**config.mk**
```make
export PLATFORM = sky130hd
export DESIGN_NAME = mdio_mgmt_master
export DESIGN_NICKNAME = d
export VERILOG_FILES = /design/src/rtl/mdio_mgmt_pkg.sv /design/src/rtl/mdio_mdc_gen.sv /design/src/rtl/mdio_frame_eng.sv /design/src/rtl/mdio_host_regs.sv /design/src/rtl/mdio_mgmt_master.sv
export SDC_FILE = /design/constraint.sdc
export NUM_CORES = 1
export LEC_CHECK = 0
export BUFFER_PORTS_ARGS = -buffer_cell sky130_fd_sc_hd__clkbuf_2
export CAP_MARGIN = 10
export CORE_MARGIN = 1
export CORE_UTILIZATION = 52
export DETAILED_ROUTE_END_ITERATION = 12
export PLACE_DENSITY = 0.72
export SLEW_MARGIN = 10
export SYNTH_ARGS = -nofsm -noshare
export SYNTH_HDL_FRONTEND = slang
export SYNTH_HIERARCHICAL = 1
export SYNTH_SLANG_ARGS = --single-unit
```
**constraint.sdc**
```tcl
create_clock -name clk -period 6.3 [get_ports clk]
set_clock_uncertainty 0.15 [all_clocks]
set_input_delay 0.315 -clock clk [delete_from_list [all_inputs] [get_ports clk]]
set_output_delay 0.315 -clock clk [all_outputs]
set_load 0.01 [all_outputs]
```
**src/rtl/mdio_mgmt_pkg.sv**
```systemverilog
package mdio_mgmt_pkg;

   typedef enum logic [2:0] {
      SEL_CFG   = 3'd0,
      SEL_CMD   = 3'd1,
      SEL_ADDR  = 3'd2,
      SEL_WDATA = 3'd3,
      SEL_RDATA = 3'd4,
      SEL_IND   = 3'd5
   } reg_sel_e;

   localparam int PHY_W       = 5;
   localparam int REGN_W      = 5;
   localparam int DATA_W      = 16;
   localparam int PHY_LSB     = 8;
   localparam int CFG_ABORT   = 7;
   localparam int CMD_RD_BIT  = 0;
   localparam int IND_BUSY    = 0;
   localparam int IND_NV      = 2;
   localparam int HDR_BITS    = 32;  // start+op+phy+reg+ta+data

   localparam logic [1:0] SOF_CODE = 2'b01;
   localparam logic [1:0] OP_WRITE = 2'b01;
   localparam logic [1:0] OP_READ  = 2'b10;
   localparam logic [1:0] TA_WRITE = 2'b10;
   localparam logic [1:0] TA_READ  = 2'b11;

endpackage

```
**src/rtl/mdio_mdc_gen.sv**
```systemverilog
module mdio_mdc_gen #(
   parameter int DIV_W = 3
) (
   input  logic             clk,
   input  logic             rst_n,
   input  logic             run,
   input  logic [DIV_W-1:0] div,
   output logic             tick
);
   logic [DIV_W-1:0] cnt_q;

   always_ff @(posedge clk or negedge rst_n) begin
      if (!rst_n) begin
         cnt_q <= '0;
      end else if (!run || cnt_q == div) begin
         cnt_q <= '0;
      end else begin
         cnt_q <= cnt_q + 1'b1;
      end
   end

   assign tick = run && (cnt_q == div);
endmodule

```
**src/rtl/mdio_frame_eng.sv**
```systemverilog
module mdio_frame_eng
   import mdio_mgmt_pkg::*;
#(
   parameter int PRE_LEN     = 32,
   parameter int SYNC_STAGES = 0
) (
   input  logic              clk,
   input  logic              rst_n,
   input  logic              abort,
   input  logic              start,
   input  logic              start_rd,
   input  logic [PHY_W-1:0]  phy,
   input  logic [REGN_W-1:0] regn,
   input  logic [DATA_W-1:0] tx_data,
   input  logic              tick,
   input  logic              mdio_i,
   output logic              busy,
   output logic              mdc,
   output logic              mdio_o,
   output logic              mdio_oe,
   output logic              rd_end,
   output logic [DATA_W-1:0] rd_value
);
   localparam int FRAME_LEN = PRE_LEN + HDR_BITS;
   localparam int IDX_W     = $clog2(FRAME_LEN);
   localparam logic [IDX_W-1:0] LAST_IDX = IDX_W'(FRAME_LEN - 1);
   localparam logic [IDX_W-1:0] TA_IDX   = IDX_W'(PRE_LEN + 14);
   localparam logic [IDX_W-1:0] DATA_IDX = IDX_W'(PRE_LEN + 16);

   logic                 mdio_s;
   logic [FRAME_LEN-1:0] shreg_q;
   logic [IDX_W-1:0]     idx_q;
   logic                 rd_q;
   logic [DATA_W-1:0]    cap_q;
   logic                 frame_end;

   if (SYNC_STAGES == 0) begin : g_nosync
      assign mdio_s = mdio_i;
   end else begin : g_sync
      logic [SYNC_STAGES-1:0] sr_q;
      for (genvar g = 0; g < SYNC_STAGES; g++) begin : g_stage
         if (g == 0) begin : g_first
            always_ff @(posedge clk or negedge rst_n) begin
               if (!rst_n) sr_q[g] <= 1'b1;
               else        sr_q[g] <= mdio_i;
            end
         end else begin : g_next
            always_ff @(posedge clk or negedge rst_n) begin
               if (!rst_n) sr_q[g] <= 1'b1;
               else        sr_q[g] <= sr_q[g-1];
            end
         end
      end
      assign mdio_s = sr_q[SYNC_STAGES-1];
   end

   assign frame_end = busy && tick && mdc && (idx_q == LAST_IDX);

   always_ff @(posedge clk or negedge rst_n) begin
      if (!rst_n) begin
         busy    <= 1'b0;
         mdc     <= 1'b0;
         idx_q   <= '0;
         rd_q    <= 1'b0;
         shreg_q <= '1;
         cap_q   <= '0;
      end else if (abort) begin
         busy  <= 1'b0;
         mdc   <= 1'b0;
         idx_q <= '0;
      end else if (start && !busy) begin
         busy    <= 1'b1;
         mdc     <= 1'b0;
         idx_q   <= '0;
         rd_q    <= start_rd;
         shreg_q <= {{PRE_LEN{1'b1}}, SOF_CODE,
                     start_rd ? OP_READ : OP_WRITE, phy, regn,
                     start_rd ? TA_READ : TA_WRITE,
                     start_rd ? {DATA_W{1'b0}} : tx_data};
      end else if (busy && tick) begin
         if (!mdc) begin
            mdc <= 1'b1;
            if (rd_q && idx_q >= DATA_IDX) cap_q <= {cap_q[DATA_W-2:0], mdio_s};
         end else begin
            mdc <= 1'b0;
            if (idx_q == LAST_IDX) begin
               busy <= 1'b0;
            end else begin
               idx_q   <= idx_q + 1'b1;
               shreg_q <= {shreg_q[FRAME_LEN-2:0], 1'b1};
            end
         end
      end
   end

   assign mdio_o   = shreg_q[FRAME_LEN-1];
   assign mdio_oe  = busy && !(rd_q && idx_q >= TA_IDX);
   assign rd_end   = frame_end && rd_q;
   assign rd_value = cap_q;
endmodule

```
**src/rtl/mdio_host_regs.sv**
```systemverilog
module mdio_host_regs
   import mdio_mgmt_pkg::*;
#(
   parameter int BUS_W   = 32,
   parameter int DIV_W   = 3,
   parameter int DIV_RST = 7
) (
   input  logic              clk,
   input  logic              rst_n,
   input  logic              we,
   input  reg_sel_e          sel,
   input  logic [BUS_W-1:0]  wdata,
   output logic [BUS_W-1:0]  rdata,
   input  logic              busy,
   input  logic              rd_end,
   input  logic [DATA_W-1:0] rd_value,
   output logic              abort,
   output logic              start,
   output logic              start_rd,
   output logic [PHY_W-1:0]  phy,
   output logic [REGN_W-1:0] regn,
   output logic [DATA_W-1:0] tx_data,
   output logic [DIV_W-1:0]  div,
   output logic              notvalid
);
   logic              cmd_q;
   logic [DATA_W-1:0] wd_q;
   logic [DATA_W-1:0] rd_q;
   logic              start_wr;

   assign abort    = we && sel == SEL_CFG && wdata[CFG_ABORT];
   assign start_wr = we && sel == SEL_WDATA && !busy;
   assign start_rd = we && sel == SEL_CMD && !busy && wdata[CMD_RD_BIT] && !cmd_q;
   assign start    = start_wr || start_rd;
   assign tx_data  = wdata[DATA_W-1:0];

   always_ff @(posedge clk or negedge rst_n) begin
      if (!rst_n) begin
         div      <= DIV_W'(DIV_RST);
         cmd_q    <= 1'b0;
         phy      <= '0;
         regn     <= '0;
         wd_q     <= '0;
         rd_q     <= '0;
         notvalid <= 1'b0;
      end else begin
         if (we && sel == SEL_CFG && !wdata[CFG_ABORT]) div <= wdata[DIV_W-1:0];
         if (we && sel == SEL_CMD && !busy) cmd_q <= wdata[CMD_RD_BIT];
         if (we && sel == SEL_ADDR && !busy) begin
            phy  <= wdata[PHY_LSB +: PHY_W];
            regn <= wdata[REGN_W-1:0];
         end
         if (start_wr) wd_q <= wdata[DATA_W-1:0];
         if (rd_end) rd_q <= rd_value;
         if (abort || rd_end) notvalid <= 1'b0;
         else if (start_rd)   notvalid <= 1'b1;
      end
   end

   always_comb begin
      rdata = '0;
      unique case (sel)
         SEL_CFG:   rdata[DIV_W-1:0] = div;
         SEL_CMD:   rdata[CMD_RD_BIT] = cmd_q;
         SEL_ADDR: begin
            rdata[PHY_LSB +: PHY_W] = phy;
            rdata[REGN_W-1:0]       = regn;
         end
         SEL_WDATA: rdata[DATA_W-1:0] = wd_q;
         SEL_RDATA: rdata[DATA_W-1:0] = rd_q;
         SEL_IND: begin
            rdata[IND_BUSY] = busy;
            rdata[IND_NV]   = notvalid;
         end
         default:   rdata = '0;
      endcase
   end
endmodule

```
**src/rtl/mdio_mgmt_master.sv**
```systemverilog
module mdio_mgmt_master
   import mdio_mgmt_pkg::*;
#(
   parameter int BUS_W       = 32,
   parameter int DIV_W       = 3,
   parameter int DIV_RST     = 7,
   parameter int PRE_LEN     = 32,
   parameter int SYNC_STAGES = 0
) (
   input  logic             clk,
   input  logic             rst_n,
   input  logic             reg_we,
   input  logic [2:0]       reg_addr,
   input  logic [BUS_W-1:0] reg_wdata,
   output logic [BUS_W-1:0] reg_rdata,
   output logic             mdc,
   output logic             mdio_o,
   output logic             mdio_oe,
   input  logic             mdio_i
);
   if (DIV_W < 1 || DIV_W > 7) begin : g_bad_div
      $error("DIV_W must be 1..7");
   end
   if (DIV_RST < 0 || DIV_RST >= (1 << DIV_W)) begin : g_bad_rst
      $error("DIV_RST does not fit DIV_W");
   end
   if (PRE_LEN < 1 || PRE_LEN > 64) begin : g_bad_pre
      $error("PRE_LEN must be 1..64");
   end
   if (BUS_W < 16) begin : g_bad_bus
      $error("BUS_W must hold a 16-bit data word and the abort bit");
   end
   if (SYNC_STAGES < 0 || SYNC_STAGES > 3) begin : g_bad_sync
      $error("SYNC_STAGES must be 0..3");
   end

   logic              eng_busy;
   logic              rd_end;
   logic [DATA_W-1:0] rd_value;
   logic              abort;
   logic              start;
   logic              start_rd;
   logic [PHY_W-1:0]  addr_phy;
   logic [REGN_W-1:0] addr_regn;
   logic [DATA_W-1:0] tx_data;
   logic [DIV_W-1:0]  div;
   logic              rd_notvalid;
   logic              tick;

   mdio_host_regs #(.BUS_W(BUS_W), .DIV_W(DIV_W), .DIV_RST(DIV_RST)) u_regs (
      .clk(clk), .rst_n(rst_n), .we(reg_we), .sel(reg_sel_e'(reg_addr)),
      .wdata(reg_wdata), .rdata(reg_rdata), .busy(eng_busy), .rd_end(rd_end),
      .rd_value(rd_value), .abort(abort), .start(start), .start_rd(start_rd),
      .phy(addr_phy), .regn(addr_regn), .tx_data(tx_data), .div(div),
      .notvalid(rd_notvalid)
   );

   mdio_mdc_gen #(.DIV_W(DIV_W)) u_mdc (
      .clk(clk), .rst_n(rst_n), .run(eng_busy), .div(div), .tick(tick)
   );

   mdio_frame_eng #(.PRE_LEN(PRE_LEN), .SYNC_STAGES(SYNC_STAGES)) u_eng (
      .clk(clk), .rst_n(rst_n), .abort(abort), .start(start), .start_rd(start_rd),
      .phy(addr_phy), .regn(addr_regn), .tx_data(tx_data), .tick(tick),
      .mdio_i(mdio_i), .busy(eng_busy), .mdc(mdc), .mdio_o(mdio_o),
      .mdio_oe(mdio_oe), .rd_end(rd_end), .rd_value(rd_value)
   );
endmodule

```
==> run_results.csv <==
group,metric,value,unit
routing,viasPerCell,5.548,
synth,yosys_warnings,6,
die,num_rows,40,
run_status,outcome,"finished, final reports clean",
pwr,clkPwrFrac,30.3,%
synth,synth_edf_count,0,
sta,setup_tns,0,ns
sta,period_share,46.05,%
synth,syn_area,6596,sq um
synth,synth_compound_gate_area_share,13.47,%
worst_setup_path,timing.rr.end,"u_regs/rd_q[6]",
routing,dr.pass1.iters,5,
worst_setup_path,critPathKind,"flip-flop to flip-flop",
grt,antenna_found_initial,0,
grt,use_met1,29.50,%
die,die_h,114.6,um
pwr,power_density,411.6,nW/um^2
worst_setup_path,rr_startpoint,"u_regs/div[0]",
clocking,cts_buffers,17,
synth,synth_area_leaders,"dfrtp_1 27%, dfstp_2 27%, mux2_2 7.2%, nand2_1 5.0%, mux2_4 4.6%",
layout,final_core_util,59.61,%
synth,synthAdderAreaFrac,0.5690,%
synth,syn_inst,585,
synth,synth_area_per_cell,11.28,sq um
grt,busiest_layer,"met2",
sta,finalCriticalPeriod,2.901,ns
clocking,cts_max_level,4,
clocking,postCtsSetupBuffers,0,
routing,wl_per_cell,15.95,um
synth,synth_top_area_cell,"dfrtp_1",
clocking,clock_latency,0.42,ns
synth,synth_xor_area_share,1.062,%
worst_setup_path,crit_path_start_kind,"flip-flop",
pwr,switchingPower,0.0008259,W
synth,ys_types,53,
layout,multi_input_area,2587,sq um
layout,drive_gt1_share,37.56,%
clocking,cts_tree,"built",
clocking,clockRootBuffer,"clkbuf_16",
layout,antenna_cells,0,
die,die_x,114.6,um
worst_setup_path,cp_data_arrival_time,3.05,ns
synth,synth_top_family_by_area,"compound AO/OA/AOI/OAI gates",
sta,worst_slew_pin_slew,0.9921,ns
routing,drc,0,
sta,hold_slack,0.02900,ns
synth,yosys_most_used_dff,"dfrtp_1",
placement,placed_cells,746,
worst_hold_path,hold_depth,2,
synth,ys_ff_latch,139,
pwr,p_int,0.002170,W
routing,drtAntennaViolNets,0,
layout,seqCellArea,3562,sq um
grt,grt_usage,21.39,%
clocking,cts_buffer_depth,2,
worst_setup_path,critPathMaxFanout,17,
worst_setup_path,r2r_slack,3.40,ns
pwr,combinationalPowerShare,19.1,%
grt,use_met2,31.60,%
grt,grt_pass1_wl,21510,um
synth,async_reset_ff_share,100.0,%
grt,grt_max_degree,82,
synth,yosys.area_share.simple,10.98,%
pwr,p_sw_share,27.57,%
sta,hold_viol_final,0,
synth,seq_area_frac_synth,54.00,%
die,start_util,54.02,%
placement,dpl.hpwl,7871,um
synth,yosysTopAreaCellShare,27.31,%
layout,layout-area-overhead-vs-synth,10.36,%
layout,fillers,1015,
placement,port_buffers,41,
grt,grt_pass1_vias,4278,
sta,setup_violations,0,
pwr,pwr-share-seq,50.5,%
pwr,ir_worst_vdd,0.2044,mV
sta,max_freq,344.7,MHz
placement,gp_congestion,0.7548,
grt,overflow,0,
die,io_pins,74,
routing,vias,4344,
pwr,p_total,0.002996,W
worst_setup_path,cp_data_required_time,6.45,ns
synth,muxShareOfSynthArea,12.03,%
routing,drt-initial-drc-count,274,
grt,use_met3,5.082,%
die,dieArea,13140,sq um
sta,drv_slew,0,
worst_hold_path,hold_path_class,"primary input to flip-flop",
run,max_cap_viol_count,0,
clocking,path_clk_slew,0.06,ns
layout,fin_nets,644,
worst_hold_path,whs_endpoint,"u_regs/wd_q[11]",
sta,relSlewSlack,33.86,%
worst_setup_path,reg2reg_depth,5,
worst_setup_path,crit_path_end_kind,"flip-flop",
routing,wl,12490,um
layout,instances_no_fill,783,
sta,rsz0062_at_grt,"false",
pwr,leakage,3.277,nW
clocking,cts_sinks,139,
die,coreArea,12210,sq um
worst_hold_path,hold_start,"reg_wdata[11]",
layout by cell type, fill, tap and decap left out, drive strengths merged, types with 3 or more instances in the layout:
cell type    instances
dlygate4sd3          5
mux2                62
xnor2                5
o22ai               10
a31oi                4
ha                   3
a311oi               3
and3                 4
clkinv               7
o21ai               60
dfrtp               72
nand2b               4
buf                  6
clkbuf              65
inv                 20
nor2b                3
a22o                 5
and3b                3
o221a               18
a22oi                8
conb                16
nand3                5
a21o                 3
xor2                 3
dfstp               67
nor2                19
nand3b               4
a21oi               12
nand2               91
and2                 3
registers in the layout, summed over array words and instances (netlist names):
register	cells
u_eng/mdc	1
u_regs/wd_q	16
u_regs/notvalid	1
u_mdc/cnt_q	3
u_eng/idx_q	6
u_eng/shreg_q	64
u_regs/cmd_q	1
u_regs/regn	5
u_regs/rd_q	16
u_eng/busy	1
u_eng/rd_value	16
u_regs/phy	5
u_regs/div	3
u_eng/rd_q	1
logic make-up after synthesis:
family	count (synthesis)
AO/OA/AOI/OAI	132
adder cells (fa/ha/maj)	3
flip-flops	139
XOR/XNOR	8
multiplexers	64
buffers and inverters	88
other	1
AND/OR/NAND/NOR	150
critical path, stage by stage (launching register included):
cell     delay, ns
dfstp_2       0.55
xnor2_1       0.20
and4_2        0.33
and3_1        0.32
and3_1        0.80
mux2_2        0.42
worst max-delay path by stage:
stage | startpoint | end | cells past startpoint
finish | u_regs/div[0] | u_regs/rd_q[6] | 5
global route | reg_addr[0] | u_eng/shreg_q[15] | 8
CTS | u_regs/div[0] | u_regs/rd_q[5] | 5
detailed placement | reg_addr[0] | u_eng/shreg_q[10] | 8
global placement | reg_addr[0] | u_eng/shreg_q[16] | 8
floorplan | u_regs/div[0] | u_regs/rd_q[0] | 8
area by class of cell:
class                      count  area share [%]
inverter                      20           1.031
timing repair buffer          51           4.108
multi-input combinational    373           35.54
sequential                   139           48.93
clock inverter                 7          0.5328
clock buffer                  25           6.961
tap                          168           2.888
cell usage after synthesis, types with 2 or more instances:
cell / instances
xnor2_1: 5
nand2_1: 88
a22oi_1: 8
a21oi_1: 12
dfrtp_1: 72
a31oi_1: 4
nor2_1: 19
a311oi_1: 3
a2bb2oi_1: 2
a211oi_1: 2
a21boi_2: 2
nand2b_1: 4
nor3b_2: 2
o221a_2: 18
and3b_1: 3
nor2b_1: 3
nand4b_1: 2
a21o_1: 3
mux2_4: 20
buf_4: 35
ha_1: 3
nand2_2: 3
nand4_1: 2
nand3_1: 5
o22ai_1: 10
dfstp_2: 67
and2_1: 3
inv_1: 20
xor2_1: 3
mux2_2: 42
clkbuf_1: 14
and3_1: 4
buf_2: 16
nand3b_1: 4
o21ai_0: 59
a22o_1: 5
mux2i_1: 2
routing by layer:
layer  vias to the layer above  part of all wire (%)  routed length (um)
met5                         -                     0                   0
met4                         0                   2.3                 293
met3                        22                   3.0                 380
met2                        91                    47                5869
met1                      2189                    48                5944
li1                       2042                     -                   -
repair_timing:
action	CTS	global route
gates resized for setup	0	0
endpoints found under the setup margin	0	0
hold endpoints to repair	22	0
hold buffers	5	0
power by group through the flow:
stage	clock network [W]	logic [W]	registers, W
floorplan	0	0.000476	0.00147
global placement	0	0.000541	0.00151
detailed placement	0	0.000572	0.00152
CTS	0.000931	0.000577	0.00151
global route	0.000974	0.000654	0.00155
finish	0.000909	0.000573	0.00151
through the flow:
stage / setup slack [ns] / area, sq um
finish: 3.399 / 7279
global route: 3.251 / 7279
CTS: 3.438 / 7279
detailed placement: 3.061 / 6684
global placement: 3.158 / 6684
floorplan: 3.784 / 6653
Power figures use the tool's default switching activity.
